--- config.mk ---
export PLATFORM = sky130hd
export DESIGN_NAME = sample_alert_cmp
export DESIGN_NICKNAME = d
export VERILOG_FILES = /design/src/rtl/sac_pkg.sv /design/src/rtl/sac_regfile.sv /design/src/rtl/sac_qualifier.sv /design/src/rtl/sac_alert_fsm.sv /design/src/rtl/sample_alert_cmp.sv
export SDC_FILE = /design/constraint.sdc
export NUM_CORES = 1
export LEC_CHECK = 0
export ABC_AREA = 1
export BUFFER_PORTS_ARGS = -buffer_cell sky130_fd_sc_hd__buf_2
export CAP_MARGIN = 10
export CORE_MARGIN = 2
export CORE_UTILIZATION = 47
export CTS_CLUSTER_SIZE = 16
export DETAILED_ROUTE_END_ITERATION = 16
export GPL_TIMING_DRIVEN = 0
export PLACE_DENSITY_LB_ADDON = 0.1
export SKIP_LAST_GASP = 1
export SLEW_MARGIN = 20
export SYNTH_ARGS = -nofsm -noshare
export SYNTH_HDL_FRONTEND = slang
export SYNTH_SLANG_ARGS = --single-unit
export TNS_END_PERCENT = 100
--- constraint.sdc ---
create_clock -name clk -period 2.55 [get_ports clk]
set_input_delay 0.1275 -clock clk [delete_from_list [all_inputs] [get_ports clk]]
set_output_delay 0.1275 -clock clk [all_outputs]
set_load 0.01 [all_outputs]
--- src/rtl/sac_pkg.sv ---
package sac_pkg;

    localparam int REG_AW = 2;

    localparam logic [REG_AW-1:0] A_CONV = 2'd0;
    localparam logic [REG_AW-1:0] A_CFG  = 2'd1;
    localparam logic [REG_AW-1:0] A_LO   = 2'd2;
    localparam logic [REG_AW-1:0] A_HI   = 2'd3;

    localparam int CFG_LATCH_BIT = 2;
    localparam int CFG_POL_BIT   = 3;
    localparam int CFG_MODE_BIT  = 4;

    localparam logic [1:0] Q_OFF = 2'd3;

    typedef enum logic [1:0] {
        ST_IDLE   = 2'd0,
        ST_WATCH  = 2'd1,
        ST_ACTIVE = 2'd2
    } alert_st_e;

    typedef struct packed {
        logic [1:0] queue;
        logic       latch;
        logic       pol;
        logic       window;
    } cmp_cfg_t;

    // number of consecutive exceeding samples required by a queue code
    function automatic logic [3:0] run_limit(input logic [1:0] code);
        return 4'd1 << code;
    endfunction

endpackage

--- src/rtl/sac_regfile.sv ---
module sac_regfile
    import sac_pkg::*;
#(
    parameter int DATA_W = 16
) (
    input  logic                clk,
    input  logic                rst_n,
    input  logic                smp_valid,
    input  logic [DATA_W-1:0]   smp_data,
    input  logic                reg_wr,
    input  logic                reg_rd,
    input  logic [REG_AW-1:0]   reg_addr,
    input  logic [DATA_W-1:0]   reg_wdata,
    output logic [DATA_W-1:0]   reg_rdata,
    output cmp_cfg_t            cfg,
    output logic [DATA_W-1:0]   lo_thr,
    output logic [DATA_W-1:0]   hi_thr,
    output logic                cfg_wr,
    output logic [1:0]          wr_code,
    output logic                conv_rd
);

    localparam logic [DATA_W-1:0] RST_CFG = DATA_W'(3);
    localparam logic [DATA_W-1:0] RST_LO  = {1'b1, {(DATA_W-1){1'b0}}};
    localparam logic [DATA_W-1:0] RST_HI  = {1'b0, {(DATA_W-1){1'b1}}};
    localparam int               N_THR    = 2;

    logic [DATA_W-1:0] conv_q;
    logic [DATA_W-1:0] cfg_q;
    logic [DATA_W-1:0] thr_q [N_THR];

    always_ff @(posedge clk or negedge rst_n) begin
        if (!rst_n)         conv_q <= '0;
        else if (smp_valid) conv_q <= smp_data;
    end

    always_ff @(posedge clk or negedge rst_n) begin
        if (!rst_n)      cfg_q <= RST_CFG;
        else if (cfg_wr) cfg_q <= reg_wdata;
    end

    // threshold registers: index 0 = low (address 2), index 1 = high (address 3)
    for (genvar t = 0; t < N_THR; t++) begin : g_thr
        localparam logic [REG_AW-1:0] MY_ADDR = REG_AW'(2 + t);
        localparam logic [DATA_W-1:0] MY_RST  = (t == 0) ? RST_LO : RST_HI;
        always_ff @(posedge clk or negedge rst_n) begin
            if (!rst_n)                          thr_q[t] <= MY_RST;
            else if (reg_wr && reg_addr == MY_ADDR) thr_q[t] <= reg_wdata;
        end
    end

    always_ff @(posedge clk or negedge rst_n) begin
        if (!rst_n) begin
            reg_rdata <= '0;
        end else if (reg_rd) begin
            unique case (reg_addr)
                A_CONV:  reg_rdata <= conv_q;
                A_CFG:   reg_rdata <= cfg_q;
                A_LO:    reg_rdata <= thr_q[0];
                default: reg_rdata <= thr_q[1];
            endcase
        end
    end

    always_comb begin
        cfg_wr       = reg_wr && (reg_addr == A_CFG);
        wr_code      = reg_wdata[1:0];
        conv_rd      = reg_rd && (reg_addr == A_CONV);
        cfg.queue    = cfg_q[1:0];
        cfg.latch    = cfg_q[CFG_LATCH_BIT];
        cfg.pol      = cfg_q[CFG_POL_BIT];
        cfg.window   = cfg_q[CFG_MODE_BIT];
        lo_thr       = thr_q[0];
        hi_thr       = thr_q[1];
    end


    cfg_read_chk: assert property (@(posedge clk) disable iff (!rst_n)
        (reg_rd && reg_addr == A_CFG) |=> (reg_rdata == $past(cfg_q)));


    conv_nowrite_chk: assert property (@(posedge clk) disable iff (!rst_n)
        (reg_wr && reg_addr == A_CONV && !smp_valid) |=> $stable(conv_q));

endmodule

--- src/rtl/sac_qualifier.sv ---
module sac_qualifier
    import sac_pkg::*;
#(
    parameter int DATA_W = 16,
    parameter int RUN_W  = 3
) (
    input  logic               clk,
    input  logic               rst_n,
    input  logic               smp_valid,
    input  logic [DATA_W-1:0]  smp_data,
    input  logic [DATA_W-1:0]  lo_thr,
    input  logic [DATA_W-1:0]  hi_thr,
    input  logic               window,
    input  logic [1:0]         queue,
    input  logic               run_clr,
    output logic               run_met,
    output logic               back_in
);

    localparam logic [RUN_W-1:0] RUN_MAX = RUN_W'(4);

    logic             above_hi;
    logic             below_lo;
    logic             at_or_below_lo;
    logic             over_hit;
    logic [RUN_W-1:0] run_q;
    logic [RUN_W-1:0] run_next;

    always_comb begin
        above_hi       = $signed(smp_data) >  $signed(hi_thr);
        below_lo       = $signed(smp_data) <  $signed(lo_thr);
        at_or_below_lo = $signed(smp_data) <= $signed(lo_thr);
        over_hit       = window ? (above_hi || below_lo) : above_hi;
        run_next       = (run_q == RUN_MAX) ? RUN_MAX : run_q + 1'b1;
        run_met        = smp_valid && over_hit &&
                         ({{(4-RUN_W){1'b0}}, run_next} >= run_limit(queue));
        back_in        = smp_valid && (window ? !over_hit : at_or_below_lo);
    end

    always_ff @(posedge clk or negedge rst_n) begin
        if (!rst_n)         run_q <= '0;
        else if (run_clr)   run_q <= '0;
        else if (smp_valid) run_q <= over_hit ? run_next : '0;
    end


    run_bound_chk: assert property (@(posedge clk) disable iff (!rst_n)
        run_q <= RUN_MAX);


    run_reset_chk: assert property (@(posedge clk) disable iff (!rst_n)
        (smp_valid && !over_hit) |=> (run_q == '0));


    run_clear_chk: assert property (@(posedge clk) disable iff (!rst_n)
        run_clr |=> (run_q == '0));

endmodule

--- src/rtl/sac_alert_fsm.sv ---
module sac_alert_fsm
    import sac_pkg::*;
(
    input  logic       clk,
    input  logic       rst_n,
    input  logic       cfg_wr,
    input  logic [1:0] wr_code,
    input  logic       latch,
    input  logic       pol,
    input  logic       run_met,
    input  logic       back_in,
    input  logic       conv_rd,
    output logic       ack,
    output logic       alert
);

    alert_st_e state_q;
    alert_st_e state_d;
    logic      fire;

    always_ff @(posedge clk or negedge rst_n) begin
        if (!rst_n) state_q <= ST_IDLE;
        else        state_q <= state_d;
    end

    always_comb begin
        state_d = state_q;
        if (cfg_wr) begin
            if (wr_code == Q_OFF)         state_d = ST_IDLE;   // DISARM
            else if (state_q == ST_IDLE)  state_d = ST_WATCH;  // ARM
        end else begin
            unique case (state_q)
                ST_IDLE:   state_d = ST_IDLE;
                ST_WATCH:  if (run_met) state_d = ST_ACTIVE;   // TRIP
                ST_ACTIVE: begin
                    if (latch) begin
                        if (conv_rd) state_d = ST_WATCH;       // ACK
                    end else if (back_in) begin
                        state_d = ST_WATCH;                    // RELEASE
                    end
                end
                default:   state_d = ST_IDLE;
            endcase
        end
    end

    always_comb begin
        fire  = (state_q == ST_ACTIVE);
        ack   = fire && latch && conv_rd && !cfg_wr;
        alert = pol ? fire : !fire;
    end


    disarm_chk: assert property (@(posedge clk) disable iff (!rst_n)
        (cfg_wr && wr_code == Q_OFF) |=> (state_q == ST_IDLE));


    latch_hold_chk: assert property (@(posedge clk) disable iff (!rst_n)
        (state_q == ST_ACTIVE && latch && !conv_rd && !cfg_wr) |=> (state_q == ST_ACTIVE));


    ack_clear_chk: assert property (@(posedge clk) disable iff (!rst_n)
        (state_q == ST_ACTIVE && latch && conv_rd && !cfg_wr) |=> (state_q == ST_WATCH));

endmodule

--- src/rtl/sample_alert_cmp.sv ---
module sample_alert_cmp
    import sac_pkg::*;
#(
    parameter int DATA_W = 16
) (
    input  logic              clk,
    input  logic              rst_n,
    input  logic              smp_valid,
    input  logic [DATA_W-1:0] smp_data,
    input  logic              reg_wr,
    input  logic              reg_rd,
    input  logic [1:0]        reg_addr,
    input  logic [DATA_W-1:0] reg_wdata,
    output logic [DATA_W-1:0] reg_rdata,
    output logic              alert
);

    localparam int RUN_W = 3;

    cmp_cfg_t          cfg;
    logic [DATA_W-1:0] lo_thr;
    logic [DATA_W-1:0] hi_thr;
    logic              cfg_wr;
    logic [1:0]        wr_code;
    logic              conv_rd;
    logic              run_met;
    logic              back_in;
    logic              ack;
    logic              run_clr;

    assign run_clr = cfg_wr || ack;

    sac_regfile #(.DATA_W(DATA_W)) u_regs (
        .clk       (clk),
        .rst_n     (rst_n),
        .smp_valid (smp_valid),
        .smp_data  (smp_data),
        .reg_wr    (reg_wr),
        .reg_rd    (reg_rd),
        .reg_addr  (reg_addr),
        .reg_wdata (reg_wdata),
        .reg_rdata (reg_rdata),
        .cfg       (cfg),
        .lo_thr    (lo_thr),
        .hi_thr    (hi_thr),
        .cfg_wr    (cfg_wr),
        .wr_code   (wr_code),
        .conv_rd   (conv_rd)
    );

    sac_qualifier #(.DATA_W(DATA_W), .RUN_W(RUN_W)) u_qual (
        .clk       (clk),
        .rst_n     (rst_n),
        .smp_valid (smp_valid),
        .smp_data  (smp_data),
        .lo_thr    (lo_thr),
        .hi_thr    (hi_thr),
        .window    (cfg.window),
        .queue     (cfg.queue),
        .run_clr   (run_clr),
        .run_met   (run_met),
        .back_in   (back_in)
    );

    sac_alert_fsm u_fsm (
        .clk     (clk),
        .rst_n   (rst_n),
        .cfg_wr  (cfg_wr),
        .wr_code (wr_code),
        .latch   (cfg.latch),
        .pol     (cfg.pol),
        .run_met (run_met),
        .back_in (back_in),
        .conv_rd (conv_rd),
        .ack     (ack),
        .alert   (alert)
    );

endmodule

-- Word-level counts from Yosys, hierarchy flattened
Cells that the tools add are included.
- register bits after elaboration: 85
- word-level logic and storage cells: 59
- equal/unequal tests: 11
- shifts and indexed selects: 1
- muxes and demuxes: 16
- add/sub/neg operators: 1
- magnitude comparators: 4
- reductions and logical operators: 19
- operators with widths (operator ; count):
    $pmux W16 S3 ; 1
    $gt A16 B16 Y1 ; 1
    $le A16 B16 Y1 ; 1
    $lt A16 B16 Y1 ; 1
    $mux W2 ; 7
    $mux W3 ; 4
    $logic_and A1 B1 Y1 ; 10
    $eq A2 B2 Y1 const B ; 4
    $eq A2 B1 Y1 const B ; 2
    $ge A3 B4 Y1 ; 1
    $logic_not A2 Y1 ; 2
    $ne A4 B3 Y1 const B ; 1
    $ne A4 B4 Y1 const B ; 1
    $pmux W2 S2 ; 1
    $reduce_and A4 Y1 ; 1
    $shl A1 B2 Y4 const A ; 1
    $add A3 B1 Y3 const B ; 1
    $eq A3 B3 Y1 const B ; 1
    $logic_not A1 Y1 ; 3
    $mux W1 ; 3
    $ne A3 B1 Y1 const B ; 1
    $ne A3 B3 Y1 const B ; 1
    $logic_or A1 B1 Y1 ; 2
    $reduce_bool A2 Y1 ; 1

-- Longest topological paths before layout
Gate-level depths: netlist of run 1.
- word-level depth: 10
- mapped depth: 21
- depth with buffers taken out: 21

-- Hierarchy
A second synthesis of run 1 with hierarchy kept.
- cell total of the unflattened synthesis: 622
- area total of the unflattened synthesis: 5032.3 µm²
- by module, submodules not included (module ; instances ; area each (µm²) ; cells an instance ; sequential area each (µm²)):
    sac_regfile ; 1 ; 3644.7 ; 394 ; 2024.4
    sac_qualifier ; 1 ; 1199.9 ; 195 ; 75.1
    sac_alert_fsm ; 1 ; 176.4 ; 30 ; 50.0
    sample_alert_cmp ; 1 ; 11.3 ; 3 ; 0.0

-- Least setup slack after synthesis of run 1
No wires, ideal clock.
- path type: register -> register
- from: register u_regs.thr_q, in the netlist u_regs.hi_thr[11]
- to: register u_fsm.state_q[0]
- arrival: 1.797 ns
- setup slack: 0.636 ns
- required time: 2.433 ns
- period minus slack after synthesis: 1.914 ns
- path buffers: 0
- stages on the path, launching flop included: 15
- path through: dfstp_2 -> inv_1 -> ha_1 -> a21oi_1 -> o21ai_1 -> a21oi_2 -> nand2_1 -> nand2_1 -> nand3_4 -> nand2_4 -> nand3_1 -> nand2_2 -> nand3_2 -> nand2_1 -> nand2_1
- longest elaborated chain between the ends: 8
- elaborated cells on any way between the ends: 11
- classes of those cells: 1 x order compare; 2 x eq/ne; 2 x mux; 6 x reduce/logical
- RTL lines (item ; RTL line ; text):
    start, declared ; sac_regfile.sv:30 ; logic [DATA_W-1:0] thr_q [N_THR];
    start signal, assigned by index ; sac_regfile.sv:48 ; else if (reg_wr && reg_addr == MY_ADDR) thr_q[t] <= reg_wdata;
    $gt A16 B16 Y1 * ; sac_qualifier.sv:30 ; above_hi = $signed(smp_data) > $signed(hi_thr);
    $logic_or A1 B1 Y1 ; sac_qualifier.sv:33 ; over_hit = window ? (above_hi || below_lo) : above_hi;
    $mux W1 * ; sac_qualifier.sv:33 ;
    $logic_not A1 Y1 ; sac_qualifier.sv:37 ; back_in = smp_valid && (window ? !over_hit : at_or_below_lo);
    $mux W1 ; sac_qualifier.sv:37 ;
    $logic_and A1 B1 Y1 ; sac_qualifier.sv:37 ;
    $ne A4 B4 Y1 (no source line) ; - ;
    $reduce_and A4 Y1 (no source line) * ; - ;
    end signal, assigned ; sac_alert_fsm.sv:23 ; else state_q <= state_d;
    end, declared ; sac_alert_fsm.sv:17 ; alert_st_e state_q;
Mark *: on every way between the ends. The rest lies on a longest branch, timed or not.
A chain may end at the register's enable or synchronous reset.

-- Final worst setup path of run 1
Same ends and word-level chain as after synthesis.

==> flow_summary.ini, run 1 <==
[synthesis]
synth_warnings = 0
async_reset_ff_share_pct = 100
ys_types = 36
synthFlopType = dfrtp_1
mappedNetlistArea_sq_um = 4640
synth-edff-count = 0
ys_seq_area_share_pct = 46.3
syn_inst = 567
synth_fp_nets = 643
avgSynthCellArea_sq_um = 8.18
synth-seq-cells = 85

[sta]
finalMaxSlewViolations = 0
worst_pin_slew_ps = 554
max_clock_freq_mhz = 443
layout_min_cycle_time_ps = 2260
rsz0062_at_grt = no
fin_crit_sh_pct = 88.4
finalSetupViolCount = 0
hold_viol = 0
timing.slew.headroom_pct = 63.1
setup_tns_ps = 0
fin_skew_ps = 14.8

[die]
dieArea_sq_um = 10700
die_h_um = 103
io_pins = 56
core_area_sq_um = 9680
die-width_um = 103
start_util_pct = 47.9
num_rows = 36

[cells_and_area]
drive_gt1_share_pct = 17.0
fillers = 952
mostFrequentLayoutCells = nand2_1, inv_1, o21ai_0
nNetsFinal = 713
antenna_cells = 0
multi_input_area_sq_um = 2110
layout_commonest_cell = nand2_1
syn_to_final_growth_pct = 15.1
regArea_sq_um = 2150
finalNonFillerCells = 775

[place]
port_buffers = 55
gp_congestion = 0.821
place_inst = 756
place_hpwl_um = 9170

[clock_tree]
cts-root-buf = clkbuf_8
htree_levels = 3
cts_tree = yes
insertion_delay_ps = 370
cts_setup_buffers = 0
cts.sinks = 85
cts_buffers = 9
cts_buffer_depth = 2
clk_pin_slew_worst_paths_ps = 90

[power]
power_leakage_uw = 0.00272
ir_worst_vdd_uv = 338
powerDensity_nw_per_um2 = 705

[setup_path]
r2r-start = u_regs.hi_thr[11]$_DFFE_PN1P_
worstSetupStartpoint = u_regs.hi_thr[11]$_DFFE_PN1P_
rrSetupSlack_ps = 290
criticalPathCategory = flop to flop
path_max_fanout = 4
critPathArrivalTime_ps = 2510
startpoint_type = flop
critical_path_required_ps = 2800
cp-end-kind = flop

[worst_hold_path]
min_path_type = input pin to flop
hp-start = smp_data[10]

[global_routing]
grt_max_degree = 55
track_usage_pct = 23.3
antenna_found_initial = 0
grt_pass1_vias = 3800
global_route.overflow_total = 0
grt_pass1_wl_um = 18800

[drt]
drtIter0Drc = 180
ant_nets = 0
wirelength_um = 11500
avgViaCountPerCell = 5.07
wl_per_cell_um = 14.9
drc = 0
num_vias = 3933
dr.pass1.iters = 4

[job]
drv_cap = 0

[run_status]
outcome = finished clean
## repair_timing
action                                 CTS  global route
endpoints found under the hold margin   33             0
hold buffers                             3             0
resized for setup                        0             0
## worst paths after layout
check                                                    to  cells past startpoint
setup / recovery               u_fsm.state_q[0]$_DFFE_PN0P_                     14
hold reg to reg             u_regs.reg_rdata[4]$_DFFE_PN0P_                      2
hold / removal                u_regs.conv_q[10]$_DFFE_PN0P_                      3
min in group asynchronous  u_regs.reg_rdata[12]$_DFFE_PN0P_                      2
max in group asynchronous      u_regs.hi_thr[2]$_DFFE_PN1P_                      3
setup reg to reg               u_fsm.state_q[0]$_DFFE_PN0P_                     14
## logic make-up after synthesis
group	count (synthesis)	share of synthesized area, %
compound gates	126	15.5
xor+xnor	1	0.189
fa+ha+maj	37	9.98
buf+inv	98	8.17
flops	85	46.3
simple gates	220	19.8
## metrics by stage
step / cell area, sq um / total power, uW / setup slack (ps) / hold slack (ps) / util [%]
after floorplan: 4640 / 2450 / 636 / -168 / -
after global placement: 5080 / 2760 / 361 / 368 / 52.5
after detailed placement: 5110 / 2820 / 323 / 104 / 52.8
after CTS: 5340 / 3800 / 295 / 2.47 / 55.2
after global routing: 5340 / 4040 / 116 / 12.4 / 55.2
final: 5340 / 3760 / 295 / 7.35 / 55.2
## Yosys cell counts (3+ instances only)
master / count / share of area, %
dfrtp_1: 67 / 36
nand3_1: 8 / 0.86
o21ai_0: 70 / 7.6
inv_1: 72 / 5.8
a221oi_1: 15 / 2.8
o21ai_1: 15 / 1.6
inv_2: 4 / 0.32
nand2_1: 174 / 14
ha_1: 37 / 10
nand2_2: 3 / 0.40
dfstp_2: 18 / 10
nor2_1: 17 / 1.4
nand4_1: 7 / 0.94
clkbuf_1: 17 / 1.4
clkinv_1: 3 / 0.24
a21oi_1: 13 / 1.4
## where the power goes
| part | internal [uW] | switching [uW] |
|---|---|---|
| clock network | 463 | 503 |
| registers | 1600 | 166 |
| logic | 416 | 621 |
| total | 2480 | 1290 |
## critical path: stages (launching register included)
cell,delay [ps]
dfstp_2,590
inv_1,50
ha_1,300
a21oi_1,160
o21ai_1,110
a21oi_2,160
nand2_1,70
nand2_1,100
nand3_4,100
nand2_4,100
nand3_1,120
nand2_2,110
nand3_2,80
nand2_1,60
nand2_1,50
## registers in the layout, indices dropped and copies added (netlist names)
name	count
u_regs.hi_thr	16
u_fsm.state_q	2
u_regs.conv_q	16
u_qual.run_q	3
u_regs.lo_thr	16
u_regs.reg_rdata	16
u_regs.cfg_q	16
## cell type report
| type | instances | area share [%] |
|---|---|---|
| buffer | 19 | 1.55 |
| clock buffer | 10 | 2.39 |
| clock inverter | 6 | 1.36 |
| inverter | 79 | 5.55 |
| multi-input combinational | 384 | 39.5 |
| sequential | 85 | 40.2 |
| tap | 133 | 3.12 |
| timing repair buffer | 59 | 6.28 |
## per-layer routing
| metal | share of wire [%] | vias to the layer above | track usage, % |
|---|---|---|---|
| li1 | - | 1994 | - |
| met1 | 52 | 1834 | 35.6 |
| met2 | 43 | 89 | 34.7 |
| met3 | 3.9 | 16 | 2.69 |
| met4 | 1.4 | 0 | 7.29 |
| met5 | 0 | - | 0 |
(Power assumes the default switching activity.)
==> run 2: changes to the inputs <==
--- a/config.mk
+++ b/config.mk
@@ -10,6 +10,7 @@
 export CAP_MARGIN = 10
 export CORE_MARGIN = 2
 export CORE_UTILIZATION = 47
+export CTS_BUF_LIST = sky130_fd_sc_hd__clkbuf_4
 export CTS_CLUSTER_SIZE = 16
 export DETAILED_ROUTE_END_ITERATION = 16
 export GPL_TIMING_DRIVEN = 0
==> run 2 against run 1 <==
Clock skew grew 5.2 ps; non-clock buffer count increased by 29; clock power down 17%; highest routed layer unchanged; cell area grew 4.5%; global-route usage up 0.41 points; largest cell class unchanged; wire length increased by 2.4%.
==> flow_summary.ini, run 2 (synthesis results as in run 1) <==
[drt]
wirelength_um = 11800
ant_nets = 0
dr.pass1.iters = 5
wl_per_cell_um = 14.7
avgViaCountPerCell = 4.97
drc = 0
drtIter0Drc = 185
num_vias = 3997
wl_met3_um = 407
highest_layer = met4
dr_wl_met2_um = 5150
met1Wirelength_um = 6130

[sta]
fin_crit_sh_pct = 89.4
worst_pin_slew_ps = 533
rsz0062_at_grt = no
max_clock_freq_mhz = 439
finalSetupViolCount = 0
finalMaxSlewViolations = 0
layout_min_cycle_time_ps = 2280
setup_tns_ps = 0
fin_skew_ps = 20.0
whs_ps = 38.9
final.setup.worst_slack_ps = 272
timing.slew.headroom_pct = 64.5
hold_viol = 0

[power]
power_leakage_uw = 0.00282
swShare_pct = 35.2
p_int_uw = 2360
power_frac_seq_pct = 48.4
combinationalPowerShare_pct = 29.5
ir_worst_vdd_uv = 312
clock_power_share_pct = 22.1
powerDensity_nw_per_um2 = 652
switchingPower_uw = 1280

[cells_and_area]
syn_to_final_growth_pct = 20.3
drive_gt1_share_pct = 16.4
final_util_pct = 57.6
regArea_sq_um = 2150
mostFrequentLayoutCells = nand2_1, inv_1, o21ai_0
multi_input_area_sq_um = 2110
nNetsFinal = 742
antenna_cells = 0
fillers = 927
layout_commonest_cell = nand2_1

[clock_tree]
cts.sinks = 85
cts-resized-gates = 0
clk_pin_slew_worst_paths_ps = 150
cts-root-buf = clkbuf_4
insertion_delay_ps = 460
cts_tree = yes
cts_buffers = 9
cts_buffer_depth = 2
htree_levels = 3

[place]
gp_congestion = 0.821
pre_cts_ws_ps = 323
port_buffers = 55
place_hpwl_um = 9170

[die]
die-width_um = 103
start_util_pct = 47.9
io_pins = 56
core_area_sq_um = 9680
die_h_um = 103
dieArea_sq_um = 10700
num_rows = 36

[setup_path]
path_max_fanout = 4
critPathSlowestCell = dfstp_2
startpoint_type = flop
critPathArrivalTime_ps = 2620
cp-end-kind = flop
cpPeakStageDelay_ps = 610
crit_chain = inv_1, ha_1, a21oi_1, o21ai_1, a21oi_2, nand2_1, nand2_1, nand3_4, nand2_4, nand3_1, nand2_2, nand3_2, nand2_1, nand2_1
critical_path_required_ps = 2900
cp_common_cell = nand2_1
critPathBufInv = 1
criticalPathCategory = flop to flop
critical_path.top_delay_family = simple AND/OR/NAND/NOR gates

[global_routing]
global_route.overflow_total = 0
grt_pass1_vias = 3850
grt_max_degree = 55
track_usage_pct = 23.8
grt_pass1_wl_um = 19200
antenna_found_initial = 0

[run_status]
outcome = finished clean

[worst_hold_path]
min_path_type = input pin to flop

[job]
drv_cap = 0
run 2: changes by cell type in the layout (fill, tap and decap cells not counted), sizes merged:
| cell | before | now |
|---|---|---|
| dlygate4sd3 | 3 | 32 |
run 2: power groups by stage:
stage	Clock, uW	Sequential [uW]	Combinational [uW]
5_1_grt	883	1790	1240
3_5_place_dp	0	1780	1040
2_1_floorplan	0	1740	703
6_report	804	1760	1070
3_3_place_gp	0	1770	989
4_1_cts	825	1760	1080
run 2: what timing repair did:
| action | CTS | global route |
|---|---|---|
| setup buffers | 0 | 0 |
| hold endpoints to repair | 112 | 0 |
| setup endpoints to repair | 0 | 0 |
| hold buffers | 32 | 0 |
run 2: final cells by class:
| type | count | area share (%) |
|---|---|---|
| clock inverter | 6 | 1.30 |
| sequential | 85 | 38.5 |
| inverter | 79 | 5.32 |
| tap | 133 | 2.98 |
| clock buffer | 10 | 1.35 |
| multi-input combinational | 384 | 37.8 |
| buffer | 19 | 1.48 |
| timing repair buffer | 88 | 11.2 |
run 2: metal layers:
layer	up-vias	GRT usage, %
met1	1862	36.2
li1	2048	-
met3	11	2.62
met4	0	7.59
met5	-	0
met2	76	35.4
run 2: stage by stage:
| step | power [uW] | cells | instance area, sq um |
|---|---|---|---|
| after global placement | 2760 | 755 | 5080 |
| after CTS | 3660 | 804 | 5580 |
| after detailed placement | 2820 | 756 | 5110 |
| after global routing | 3920 | 804 | 5580 |
| final | 3640 | 804 | 5580 |
| after floorplan | 2450 | 567 | 4640 |
run 2: path summary, 6_finish.rpt:
check | startpoint | end | slack [ps] | cells after the start
worst max-delay path | u_regs.hi_thr[11]$_DFFE_PN1P_ | u_fsm.state_q[0]$_DFFE_PN0P_ | 270 | 14
worst min-delay path | smp_data[0] | u_regs.conv_q[0]$_DFFE_PN0P_ | 40 | 3
worst max register to register | u_regs.hi_thr[11]$_DFFE_PN1P_ | u_fsm.state_q[0]$_DFFE_PN0P_ | 270 | 14
worst min register to register | u_regs.reg_rdata[4]$_DFFE_PN0P_ | u_regs.reg_rdata[4]$_DFFE_PN0P_ | 490 | 2
max in group asynchronous | rst_n | u_regs.hi_thr[2]$_DFFE_PN1P_ | 1740 | 3
min in group asynchronous | rst_n | u_regs.reg_rdata[12]$_DFFE_PN0P_ | 140 | 2
run 2: worst min-delay path, stage by stage:
cell and delay [ps]:
buf_2 80, inv_1 70, o21ai_0 160
==> run 3: changes to the inputs <==
--- a/config.mk
+++ b/config.mk
@@ -8,7 +8,7 @@
 export ABC_AREA = 1
 export BUFFER_PORTS_ARGS = -buffer_cell sky130_fd_sc_hd__buf_2
 export CAP_MARGIN = 10
-export CORE_MARGIN = 2
+export CORE_MARGIN = 5
 export CORE_UTILIZATION = 47
 export CTS_BUF_LIST = sky130_fd_sc_hd__clkbuf_4
 export CTS_CLUSTER_SIZE = 16
@@ -19,5 +19,6 @@
 export SLEW_MARGIN = 20
 export SYNTH_ARGS = -nofsm -noshare
 export SYNTH_HDL_FRONTEND = slang
+export SYNTH_HIERARCHICAL = 1
 export SYNTH_SLANG_ARGS = --single-unit
 export TNS_END_PERCENT = 100
==> run 3 against run 2 <==
Maximum frequency shrank 6.4%; cell area grew 8.1%; die area grew 21%; combinational power grew 11%; critical endpoint is now u_fsm/state_q[0]$_DFFE_PN0P_.
==> flow_summary.ini, run 3 <==
[power]
ir_worst_vdd_uv = 305
power_leakage_uw = 0.00310
finalPower_uw = 3670
powerDensity_nw_per_um2 = 608

[sta]
finalSetupViolCount = 0
finalMaxSlewViolations = 0
fin_skew_ps = 17.7
max_clock_freq_mhz = 411
worst_pin_slew_ps = 705
rsz0062_at_grt = yes
layout_min_cycle_time_ps = 2430
hold_viol = 0
setup_tns_ps = 0
fin_crit_sh_pct = 95.5
timing.slew.headroom_pct = 53.0

[synthesis]
synth.largest_area_cell = dfrtp_1
ys_types = 36
mappedNetlistArea_sq_um = 5030
ys_seq_area_share_pct = 42.7
yosys-top-cells-count = nand2_1, inv_1, dfrtp_1, nor2_1, o21ai_0
syn_inst = 622
synth-edff-count = 0
synthFlopType = dfrtp_1
synth_warnings = 6
yosys-top-cells-area = dfrtp_1, nand2_1, dfstp_2, ha_1, inv_1
async_reset_ff_share_pct = 100
synth_fp_nets = 698
yosysMostFrequentCell = nand2_1
synth-seq-cells = 85
avgSynthCellArea_sq_um = 8.09
synth_top_area_share_pct = 33.3

[setup_path]
cp-end-kind = flop
reg2regPathDepth = 19
critPathArrivalTime_ps = 2780
critPathSlowestCell = dfstp_2
cpPeakStageDelay_ps = 570
startpoint_type = flop
path_max_fanout = 3
crit_chain = inv_2, ha_4, nand4_1, nor3_4, nand2_2, nand2_1, nand2_1, nand2_1, nand2_1, nand2_2, nand2_2, nor2_2, inv_1, nand2_1, nor2_1, nor2_2, nand2_1, nand2_1, nand2_1
criticalPathCategory = flop to flop
cp_common_cell = nand2_1
critical_path_required_ps = 2890

[cells_and_area]
drive_gt1_share_pct = 23.7
syn_to_final_growth_pct = 19.9
final_util_pct = 58.2
finalNonFillerCells = 865
regArea_sq_um = 2150
fillers = 1021
final_area_sq_um = 6030
antenna_cells = 0
mostFrequentLayoutCells = nand2_1, inv_1, dfrtp_1
layout_commonest_cell = nand2_1
nNetsFinal = 800
multi_input_area_sq_um = 2440

[run_status]
outcome = finished clean

[drt]
drtIter0Drc = 294
wirelength_um = 13700
avgViaCountPerCell = 5.10
dr.pass1.iters = 4
drc = 0
num_vias = 4408
ant_nets = 0
wl_per_cell_um = 15.8

[place]
placed_area_sq_um = 5500
port_buffers = 53
place_inst = 812
gp_congestion = 0.878
place_hpwl_um = 9640

[die]
dieArea_sq_um = 12900
die_h_um = 113
die-width_um = 113
start_util_pct = 48.5
num_rows = 37
io_pins = 56
core_area_sq_um = 10400

[global_routing]
antenna_found_initial = 0
track_usage_pct = 22.0
grt_max_degree = 45
grt_pass1_wl_um = 21900
global_route.overflow_total = 0
grt_pass1_vias = 4285

[clock_tree]
clk_pin_slew_worst_paths_ps = 140
cts_buffer_depth = 2
cts.sinks = 85
insertion_delay_ps = 450
cts_buffers = 9
cts-root-buf = clkbuf_4
htree_levels = 3
cts_tree = yes

[worst_hold_path]
min_path_type = input pin to flop
hold_path_depth = 4

[job]
drv_cap = 0
[run 3: changes by cell type in the layout (fill, tap and decap cells not counted), sizes merged, moves of 3 or more]
cell / previous run / this run
nor2: 20 / 57
inv: 78 / 74
nand2: 179 / 182
nand4: 7 / 4
a221oi: 15 / 0
buf: 57 / 82
nand3: 10 / 42
mux2: 0 / 16
o21ai: 85 / 68
clkbuf: 28 / 15
[run 3: where the power goes]
group          switching, uW  internal, uW
registers                145          1590
clock network            459           283
logic                    677           511
[run 3: cell type report]
type                       instances  area share, %
timing repair buffer              91           10.9
clock buffer                       9           1.12
tap                              136           2.82
sequential                        85           35.6
buffer                            31           3.44
inverter                          75           4.71
multi-input combinational        431           40.4
clock inverter                     7          0.933
[run 3: metrics by stage]
| step | hold slack [ps] | setup slack, ps |
|---|---|---|
| 2_1_floorplan | -168 | 437 |
| 3_3_place_gp | 384 | 85.6 |
| 3_5_place_dp | 158 | 20.8 |
| 4_1_cts | 31.9 | 8.19 |
| 5_1_grt | 53.9 | -90.5 |
| 6_report | 62.8 | 115 |
[run 3: cells by family (layout without fill, tap and decap cells)]
group	Yosys count	in the layout	synth area share, %
AOI/OAI and AO/OA	86	86	10.0
xor gates and xnor gates	1	1	0.174
adders and majority gates	37	37	9.20
buffers and inverters	106	213	9.77
DFF	85	85	42.7
muxes	16	16	3.58
and+or+nand+nor	291	291	24.5
[run 3: path summary, 6_finish.rpt]
kind,slack (ps),start,end
worst min-delay path,60,reg_addr[1],u_regs/hi_thr[6]$_DFFE_PN1P_
worst max-delay path,120,u_regs/hi_thr[10]$_DFFE_PN1P_,u_fsm/state_q[0]$_DFFE_PN0P_
max in group asynchronous,1640,rst_n,u_regs/hi_thr[13]$_DFFE_PN1P_
worst min register to register,490,u_regs/reg_rdata[8]$_DFFE_PN0P_,u_regs/reg_rdata[8]$_DFFE_PN0P_
min in group asynchronous,220,rst_n,u_regs/cfg_q[7]$_DFFE_PN0P_
worst max register to register,120,u_regs/hi_thr[10]$_DFFE_PN1P_,u_fsm/state_q[0]$_DFFE_PN0P_
[run 3: critical path, delay by kind of cell (launching register included)]
| family | cells | cell delay (ps) |
|---|---|---|
| and+or+nand+nor | 16 | 1400 |
| DFF | 1 | 570 |
| adders and majority gates | 1 | 260 |
| buffers and inverters | 2 | 90 |
[run 3: routing by layer]
layer | track usage (%) | part of all wire (%) | wire length, um
met3 | 3.55 | 6.2 | 850
met1 | 29.1 | 44 | 5970
met4 | 8.65 | 2.4 | 328
met5 | 0 | 0 | 0
met2 | 36.0 | 48 | 6510
[run 3: timing repair]
item / CTS / global route
setup buffers: 1 / 2
endpoints found under the setup margin: 2 / 2
gates resized for setup: 2 / 6
endpoints found under the hold margin: 96 / 0
hold buffers: 34 / 0
pin swaps: 3 / 8
